[config.mk]
export PLATFORM = sky130hd
export DESIGN_NAME = dispatch_group_alloc
export DESIGN_NICKNAME = d
export VERILOG_FILES = /design/src/rtl/dga_pkg.sv /design/src/rtl/dga_lane.sv /design/src/rtl/dga_stats.sv /design/src/rtl/dispatch_group_alloc.sv
export SDC_FILE = /design/constraint.sdc
export NUM_CORES = 1
export LEC_CHECK = 0
export ABC_AREA = 1
export CAP_MARGIN = 20
export CORE_AREA = 5 5 84 86
export CTS_BUF_LIST = sky130_fd_sc_hd__clkbuf_4 sky130_fd_sc_hd__clkbuf_8
export DETAILED_ROUTE_END_ITERATION = 10
export DIE_AREA = 0 0 89 91
export PLACE_DENSITY = 0.59
export SYNTH_ARGS = -nofsm -noshare
export SYNTH_HDL_FRONTEND = slang
export SYNTH_SLANG_ARGS = --single-unit
[constraint.sdc]
create_clock -name clk -period 9 [get_ports clk]
set_input_delay 1.8 -clock clk [delete_from_list [all_inputs] [get_ports clk]]
set_output_delay 1.8 -clock clk [all_outputs]
set_load 0.05 [all_outputs]
[src/rtl/dga_pkg.sv]
package dga_pkg;
  parameter int unsigned DEF_DISPATCH_W = 6;
  parameter int unsigned DEF_LANES      = 4;
  parameter int unsigned DEF_UOP_W      = 4;

  // slots an instruction occupies: its micro-op count clipped to the width
  function automatic int unsigned need_slots(input int unsigned uops,
                                             input int unsigned width);
    return (uops > width) ? width : uops;
  endfunction

  // remaining slots after taking an instruction, never below zero
  function automatic int unsigned sat_sub(input int unsigned avail,
                                          input int unsigned uops);
    return (uops >= avail) ? 0 : avail - uops;
  endfunction
endpackage

[src/rtl/dga_lane.sv]
module dga_lane
  import dga_pkg::*;
#(
  parameter int unsigned DISPATCH_W = DEF_DISPATCH_W,
  parameter int unsigned UOP_W      = DEF_UOP_W,
  localparam int unsigned SLOT_W    = $clog2(DISPATCH_W + 1)
) (
  input  logic [SLOT_W-1:0] avail_i,
  input  logic              sealed_i,
  input  logic              held_i,
  input  logic              valid,
  input  logic [UOP_W-1:0]  uops,
  input  logic              start_g,
  input  logic              close_g,
  output logic              ready,
  output logic              take,
  output logic [SLOT_W-1:0] avail_o,
  output logic              sealed_o,
  output logic              held_o
);
  int unsigned need;
  int unsigned have;
  int unsigned left;

  always_comb begin
    have  = 32'(avail_i);
    need  = need_slots(32'(uops), DISPATCH_W);
    ready = !held_i && !sealed_i && (need <= have) &&
            (!start_g || have == DISPATCH_W);
    take  = ready && valid;
    if (!take)        left = have;
    else if (close_g) left = 0;
    else              left = sat_sub(have, 32'(uops));
    avail_o  = SLOT_W'(left);
    sealed_o = sealed_i | (take & close_g);
    held_o   = held_i | ~take;
  end
endmodule

[src/rtl/dga_stats.sv]
module dga_stats #(
  parameter int unsigned LANES = 4,
  parameter int unsigned UOP_W = 4,
  localparam int unsigned CNT_W = $clog2(LANES + 1),
  localparam int unsigned SUM_W = $clog2(LANES * ((1 << UOP_W) - 1) + 1)
) (
  input  logic                   clk,
  input  logic                   rst,
  input  logic [LANES-1:0]       take,
  input  logic [LANES*UOP_W-1:0] uops,
  input  logic                   sealed,
  output logic [CNT_W-1:0]       disp_count,
  output logic [SUM_W-1:0]       disp_uops,
  output logic                   group_closed
);
  logic [CNT_W-1:0] cnt_n;
  logic [SUM_W-1:0] sum_n;

  always_comb begin
    cnt_n = '0;
    sum_n = '0;
    for (int i = 0; i < int'(LANES); i++) begin
      if (take[i]) begin
        cnt_n = cnt_n + CNT_W'(1);
        sum_n = sum_n + SUM_W'(uops[i*UOP_W +: UOP_W]);
      end
    end
  end

  always_ff @(posedge clk) begin
    if (rst) begin
      disp_count   <= '0;
      disp_uops    <= '0;
      group_closed <= 1'b0;
    end else begin
      disp_count   <= cnt_n;
      disp_uops    <= sum_n;
      group_closed <= sealed;
    end
  end
endmodule

[src/rtl/dispatch_group_alloc.sv]
module dispatch_group_alloc
  import dga_pkg::*;
#(
  parameter int unsigned DISPATCH_W = DEF_DISPATCH_W,
  parameter int unsigned LANES      = DEF_LANES,
  parameter int unsigned UOP_W      = DEF_UOP_W,
  localparam int unsigned SLOT_W    = $clog2(DISPATCH_W + 1),
  localparam int unsigned CNT_W     = $clog2(LANES + 1),
  localparam int unsigned SUM_W     = $clog2(LANES * ((1 << UOP_W) - 1) + 1)
) (
  input  logic                   clk,
  input  logic                   rst,
  input  logic [LANES-1:0]       in_valid,
  input  logic [LANES*UOP_W-1:0] in_uops,
  input  logic [LANES-1:0]       in_begin,
  input  logic [LANES-1:0]       in_end,
  output logic [LANES-1:0]       in_ready,
  output logic [CNT_W-1:0]       disp_count,
  output logic [SUM_W-1:0]       disp_uops,
  output logic                   group_closed
);
  logic [SLOT_W-1:0] avail_c [LANES+1];
  logic [LANES:0]    sealed_c;
  logic [LANES:0]    held_c;
  logic [LANES-1:0]  take;

  // every clock opens a fresh group with all slots free
  assign avail_c[0]  = SLOT_W'(DISPATCH_W);
  assign sealed_c[0] = 1'b0;
  assign held_c[0]   = 1'b0;

  for (genvar g = 0; g < LANES; g++) begin : g_lane
    dga_lane #(
      .DISPATCH_W(DISPATCH_W),
      .UOP_W     (UOP_W)
    ) u_lane (
      .avail_i (avail_c[g]),
      .sealed_i(sealed_c[g]),
      .held_i  (held_c[g]),
      .valid   (in_valid[g]),
      .uops    (in_uops[g*UOP_W +: UOP_W]),
      .start_g (in_begin[g]),
      .close_g (in_end[g]),
      .ready   (in_ready[g]),
      .take    (take[g]),
      .avail_o (avail_c[g+1]),
      .sealed_o(sealed_c[g+1]),
      .held_o  (held_c[g+1])
    );
  end

  dga_stats #(
    .LANES(LANES),
    .UOP_W(UOP_W)
  ) u_stats (
    .clk         (clk),
    .rst         (rst),
    .take        (take),
    .uops        (in_uops),
    .sealed      (sealed_c[LANES]),
    .disp_count  (disp_count),
    .disp_uops   (disp_uops),
    .group_closed(group_closed)
  );
endmodule

==> After elaboration in Yosys (flattened, before gate mapping) <==
Index checks and enable logic that the tools add are counted.
{ "op_classes": {"n_mux": 21, "n_addsub": 9, "reduce_logical": 24, "eq_ne": 3, "n_bitwise": 12, "magnitude_cmp": 11} }
{ "op_table": {"columns": ["operator", "n"], "rows": [
  ["less-or-equal comparator 32 x 3 -> 1 bit", 3],
  ["2-to-1 mux 3 bit", 12],
  ["less-or-equal comparator 32 x 3 -> 1 bit (second input constant)", 1],
  ["2-to-1 mux 4 bit", 5],
  ["2-to-1 mux 6 bit", 3],
  ["> comparator 4 x 3 -> 1 bit (second input constant)", 4],
  ["logical AND 1 bit", 13],
  ["adder 6 x 4 -> 6 bit", 2],
  ["== test 3 bit (second input constant)", 3],
  [">= comparator 4 x 3 -> 1 bit", 2],
  ["zero test 1 bit", 8],
  ["adder 3 x 1 -> 3 bit (second input constant)", 2],
  ["subtractor 3 bit", 2],
  ["adder 4 x 4 -> 5 bit", 1],
  ["bitwise OR 1 bit", 5],
  ["bitwise AND 1 bit", 4],
  [">= comparator 4 x 3 -> 1 bit (second input constant)", 1],
  ["logical OR 1 bit", 3],
  ["NOT 1 bit", 3],
  ["subtractor 3 bit (first input constant)", 1],
  ["adder 1 x 1 -> 2 bit (second input constant)", 1],
  ["2-to-1 mux 1 bit", 1]
]} }
{ "word_totals": {"wordCells": 83, "in_bits": 30, "ff_bits": 10} }

==> Logic depth before layout (Yosys ltp) <==
Gate-level depths: netlist of the first run.
{ "depth": {"word_depth": 26, "ltp_mapped": 38} }

==> By module <==
From an unflattened synthesis of the first run, not the netlist that was laid out.
{ "unflattened": {"cells_unflattened": 399, "area_unflattened_um2": 2437.3} }
{ "modules_own_cells": {"columns": ["mod", "instances", "cells_per_inst", "area_each_um2"], "rows": [
  ["dga_lane", 4, 59, 340.3],
  ["dga_stats", 1, 161, 1068.5],
  ["dispatch_group_alloc", 1, 2, 7.5]
]} }

==> Least setup slack after synthesis of the first run <==
OpenSTA, ideal clock, no wires.
{ "synth_path": {"path_type": "input-to-output", "start": "input port in_uops[0]", "end": "output port in_ready[3]", "t_arrival_ns": 6.158, "required_ns": 7.200, "stages": 37, "path_slack_ns": 1.042, "cell_sequence": "inv_1 -> ha_1 -> nand2_2 -> nand2_1 -> nor2_1 -> nand2_1 -> nand2_2 -> inv_1 -> ha_1 -> nand2_1 -> inv_1 -> a22oi_1 -> nor3_4 -> nand3_2 -> buf_6 -> nand2_2 -> nand2_2 -> inv_1 -> ha_1 -> inv_1 -> nand2_1 -> a21o_1 -> a211oi_1 -> nand2_1 -> nor2_1 -> nand4_1 -> nand2_1 -> inv_1 -> ha_1 -> inv_1 -> nor2_1 -> o21ai_0 -> a32oi_1 -> nor4_2 -> and2_4 -> buf_8 -> buf_4"} }
{ "synth_between": {"elab_chain_len": 23, "elab_cells_between_ends": 54, "cone_classes": "add/sub: 3; order compare: 8; eq/ne: 3; mux: 10; bitwise: 10; reduce/logical: 20"} }
{ "synth_rtl": {"columns": ["item", "line_no", "text"], "rows": [
  ["start: declaration", "dispatch_group_alloc.sv:14", "input logic [LANES*UOP_W-1:0] in_uops,"],
  ["branches (longest 22 deep; another with less-or-equal comparator 32 x 3 -> 1 bit)", null, null],
  ["logical AND 1 bit *", "dga_lane.sv:28", "ready = !held_i && !sealed_i && (need <= have) &&"],
  ["end: declaration", "dispatch_group_alloc.sv:17", "output logic [LANES-1:0] in_ready,"]
]} }
Mark *: on every way between the ends.

==> Final worst setup path of the first run <==
{ "layout_path": {"start": "input port in_uops[1]", "end": "output port in_ready[3]"} }
The elaborated chain is that of the path after synthesis.

==> metrics, run 1 <==
routability cong. ~0.83; crit start category input port; Period Utilization, post-route 94.8%; crit path kind in -> out; crit path capture type output port; total power approximately 0.00021 W; sequential share of the synthesized area under 10%; Internal around 0.00013 W; Hold Fails Final Rpt 0; Syn Inst Count around 300; Rel. slew slack between 60% and 70%; Port Buf Inserts 42; Max Clock Freq approximately 120 MHz; Root Buffer clkbuf_8; Synth-to-Final Area Change 26.9%; peak supply drop between 0.00006 and 0.00007 V; Die Wd 89 um; wire length of the first global-routing pass 8.11 mm; crit-path max cell delay between 0.5 and 0.6 ns; setup TNS 0 ns; slew of the pin with the lowest slew margin roughly 0.55 ns; core box area between 6000 and 7000 um^2; DRT Pass-1 Iters 4; Critical Path Fanout Max 5; Post-CTS Hold Fix Bufs 0; post-synthesis net count roughly 370; FP Rows 29; postcts setup bufs 0; TritonCTS clock tree yes; Fin Hold WS roughly 2.1 ns; status complete, no violations; Slew Limit Fails 0; detailed-placement wirelength estimate ~4.0 mm; placed cell areas ~2600 um^2; RSZ-0062 raised after global routing false; vias post-DR slightly below 2000; Final ANT Viol Nets 0; fraction of layout cells with a size suffix above 1 around 17%; cts bufs inserted 3; flops & latches, synth 10; crit path time final 8.53 ns; Synth cell types 43; wire per inst approximately 11 um; Ports between 40 and 50; Switching Share a little under two fifths; PD cells between 80 and 90 nW/um^2; clock sinks 10; P_leak roughly 1.3 nW; initial antenna violation count 0; CP arrival slightly below 7 ns; DRC Markers 0; Finished Cell Area around 2700 um^2; Die Ht ~91 um; Starting DRT DRC Count 74; sequential power share 21.6%; Avg Inst Size Synth between 7 and 8 um^2; Nets slightly above 400; GRT Util Overall 12.1%; number of diodes 0; Synth Warn # 0; die area about 8100 um^2; # setup viols final 0; Total Wirelength about 4.7 mm; Critical Path RT about 7 ns; GRT overflow 0; htree depth 1; vias in the first global route between 1500 and 2000; Critical-path top delay cell clkdlybuf4s50_1; worst min path class in -> reg; Clock Power Share 26.2%; P_sw between 0.00008 and 0.00009 W; effective utilization at floorplan approximately 34%; max-cap violations 0; Worst-path clk slew around 0.050 ns; clock tree buffer depth 2; pin count of the biggest net entering global routing 14; vias per std cell around 4.7; Gate power share roughly 52%; Mapped Area around 2100 um^2
-- sequential cells by signal, summed over array words and instances (netlist names) --
register and flops:
u_stats.disp_count 3, u_stats.disp_uops 6, u_stats.group_closed 1
-- repair_timing --
| action | CTS | global route |
|---|---|---|
| endpoints found under the setup margin | 0 | 1 |
| hold endpoints to repair | 0 | 0 |
| gates resized for setup | 0 | 4 |
-- metrics by stage --
step / worst slack, ns / util [%] / cells
floorplan: 1.04 / - / 295
detailed placement: 0.259 / 41.7 / 410
CTS: 0.241 / 42.6 / 414
global placement: 0.283 / 41.7 / 410
global route: 0.00904 / 42.9 / 414
finish: 0.472 / 42.9 / 414
-- cells in the mapped netlist (all sizes together) --
library cell  number  share of area, %
nor4               1              0.60
o21ai             10               2.4
dfxtp             10               9.6
ha                36                22
a21boi             1              0.36
a211oi             1              0.36
xor2               5               2.1
a32oi              1              0.42
buf                9               3.5
a22oi              1              0.36
o31ai              2              0.72
a21oi             18               5.7
fa                 5               4.8
a31oi              2              0.60
nor3               2               1.0
and2               2              0.72
o21bai             2              0.72
nand2             72                14
nand3             23               9.0
o211ai             1              0.36
inv               51               9.1
nand4              9               2.7
or2                2              0.60
xnor2              6               2.5
nor2              20               4.8
o21a               1              0.36
a21o               2              0.72
-- area by class of cell --
| type | instances | area [um^2] |
|---|---|---|
| Fill cell | 660 | 3550 |
| Multi-Input combinational cell | 225 | 1650 |
| Timing Repair Buffer | 47 | 470 |
| Sequential cell | 10 | 200 |
| Inverter | 51 | 191 |
| Tap cell | 77 | 96.3 |
| Clock buffer | 4 | 55.1 |
-- cells by family (layout without fill, tap and decap cells) --
group                      count (synthesis)  after routing  share of synthesized area, %
AOI/OAI and AO/OA                         42             42                          13.1
adders and majority gates                 41             41                          26.3
DFF                                       10             10                          9.56
and+or+nand+nor                          131            131                          33.9
xor gates and xnor gates                  11             11                          4.60
buffers and inverters                     60            102                          12.6
-- worst paths after layout --
path	slack, ns	cells past startpoint	endpoint	startpoint
worst min-delay path	2.14	3	u_stats.group_closed	in_end[3]
worst max-delay path	0.47	33	in_ready[3]	in_uops[1]
-- cell usage in the layout (no fill, tap or decap), drive strengths merged --
cell type and count:
a211oi 1, a21boi 1, a21o 2, a21oi 18, a22oi 1, a31oi 2, a32oi 1, and2 2
buf 6, clkbuf 4, clkdlybuf4s50 40, dfxtp 10, dlymetal6s2s 1, fa 5, ha 36, inv 51
nand2 72, nand3 23, nand4 9, nor2 20, nor3 2, nor4 1, o211ai 1, o21a 1
o21ai 10, o21bai 2, o31ai 2, or2 2, xnor2 6, xor2 5
-- power by group through the flow --
stage,sequential [W],combinational [W],clock [W]
6_report,0.0000464,0.000112,0.0000562
5_1_grt,0.0000465,0.000127,0.0000595
4_1_cts,0.0000464,0.000111,0.0000579
3_5_place_dp,0.0000472,0.000111,0
3_3_place_gp,0.0000472,0.000109,0
2_1_floorplan,0.0000531,0.0000706,0
-- critical path: cells and delay by family --
kind            cells  cell delay [ns]
compound gates      6             0.84
fa+ha+maj           4             1.11
buf+inv             7             0.96
simple gates       16             2.02
-- routing by layer --
layer  global-route usage, %  wire, um  share of wire (%)  up-vias
met5                       0         0                  0        -
met4                    1.86        15               0.32        0
met3                    2.35       244                5.2        2
met2                    20.3      2200                 47       37
met1                    16.2      2200                 47      851
li1                        -         -                  -     1041
(Power assumes the default switching activity.)
==> run 2, diff against run 1 <==
--- a/config.mk
+++ b/config.mk
@@ -12,6 +12,7 @@
 export DETAILED_ROUTE_END_ITERATION = 10
 export DIE_AREA = 0 0 89 91
 export PLACE_DENSITY = 0.59
+export SLEW_MARGIN = 20
 export SYNTH_ARGS = -nofsm -noshare
 export SYNTH_HDL_FRONTEND = slang
 export SYNTH_SLANG_ARGS = --single-unit
==> results of run 2 <==
Same layout as run 1: the final DEF is identical, and so are final timing and power.
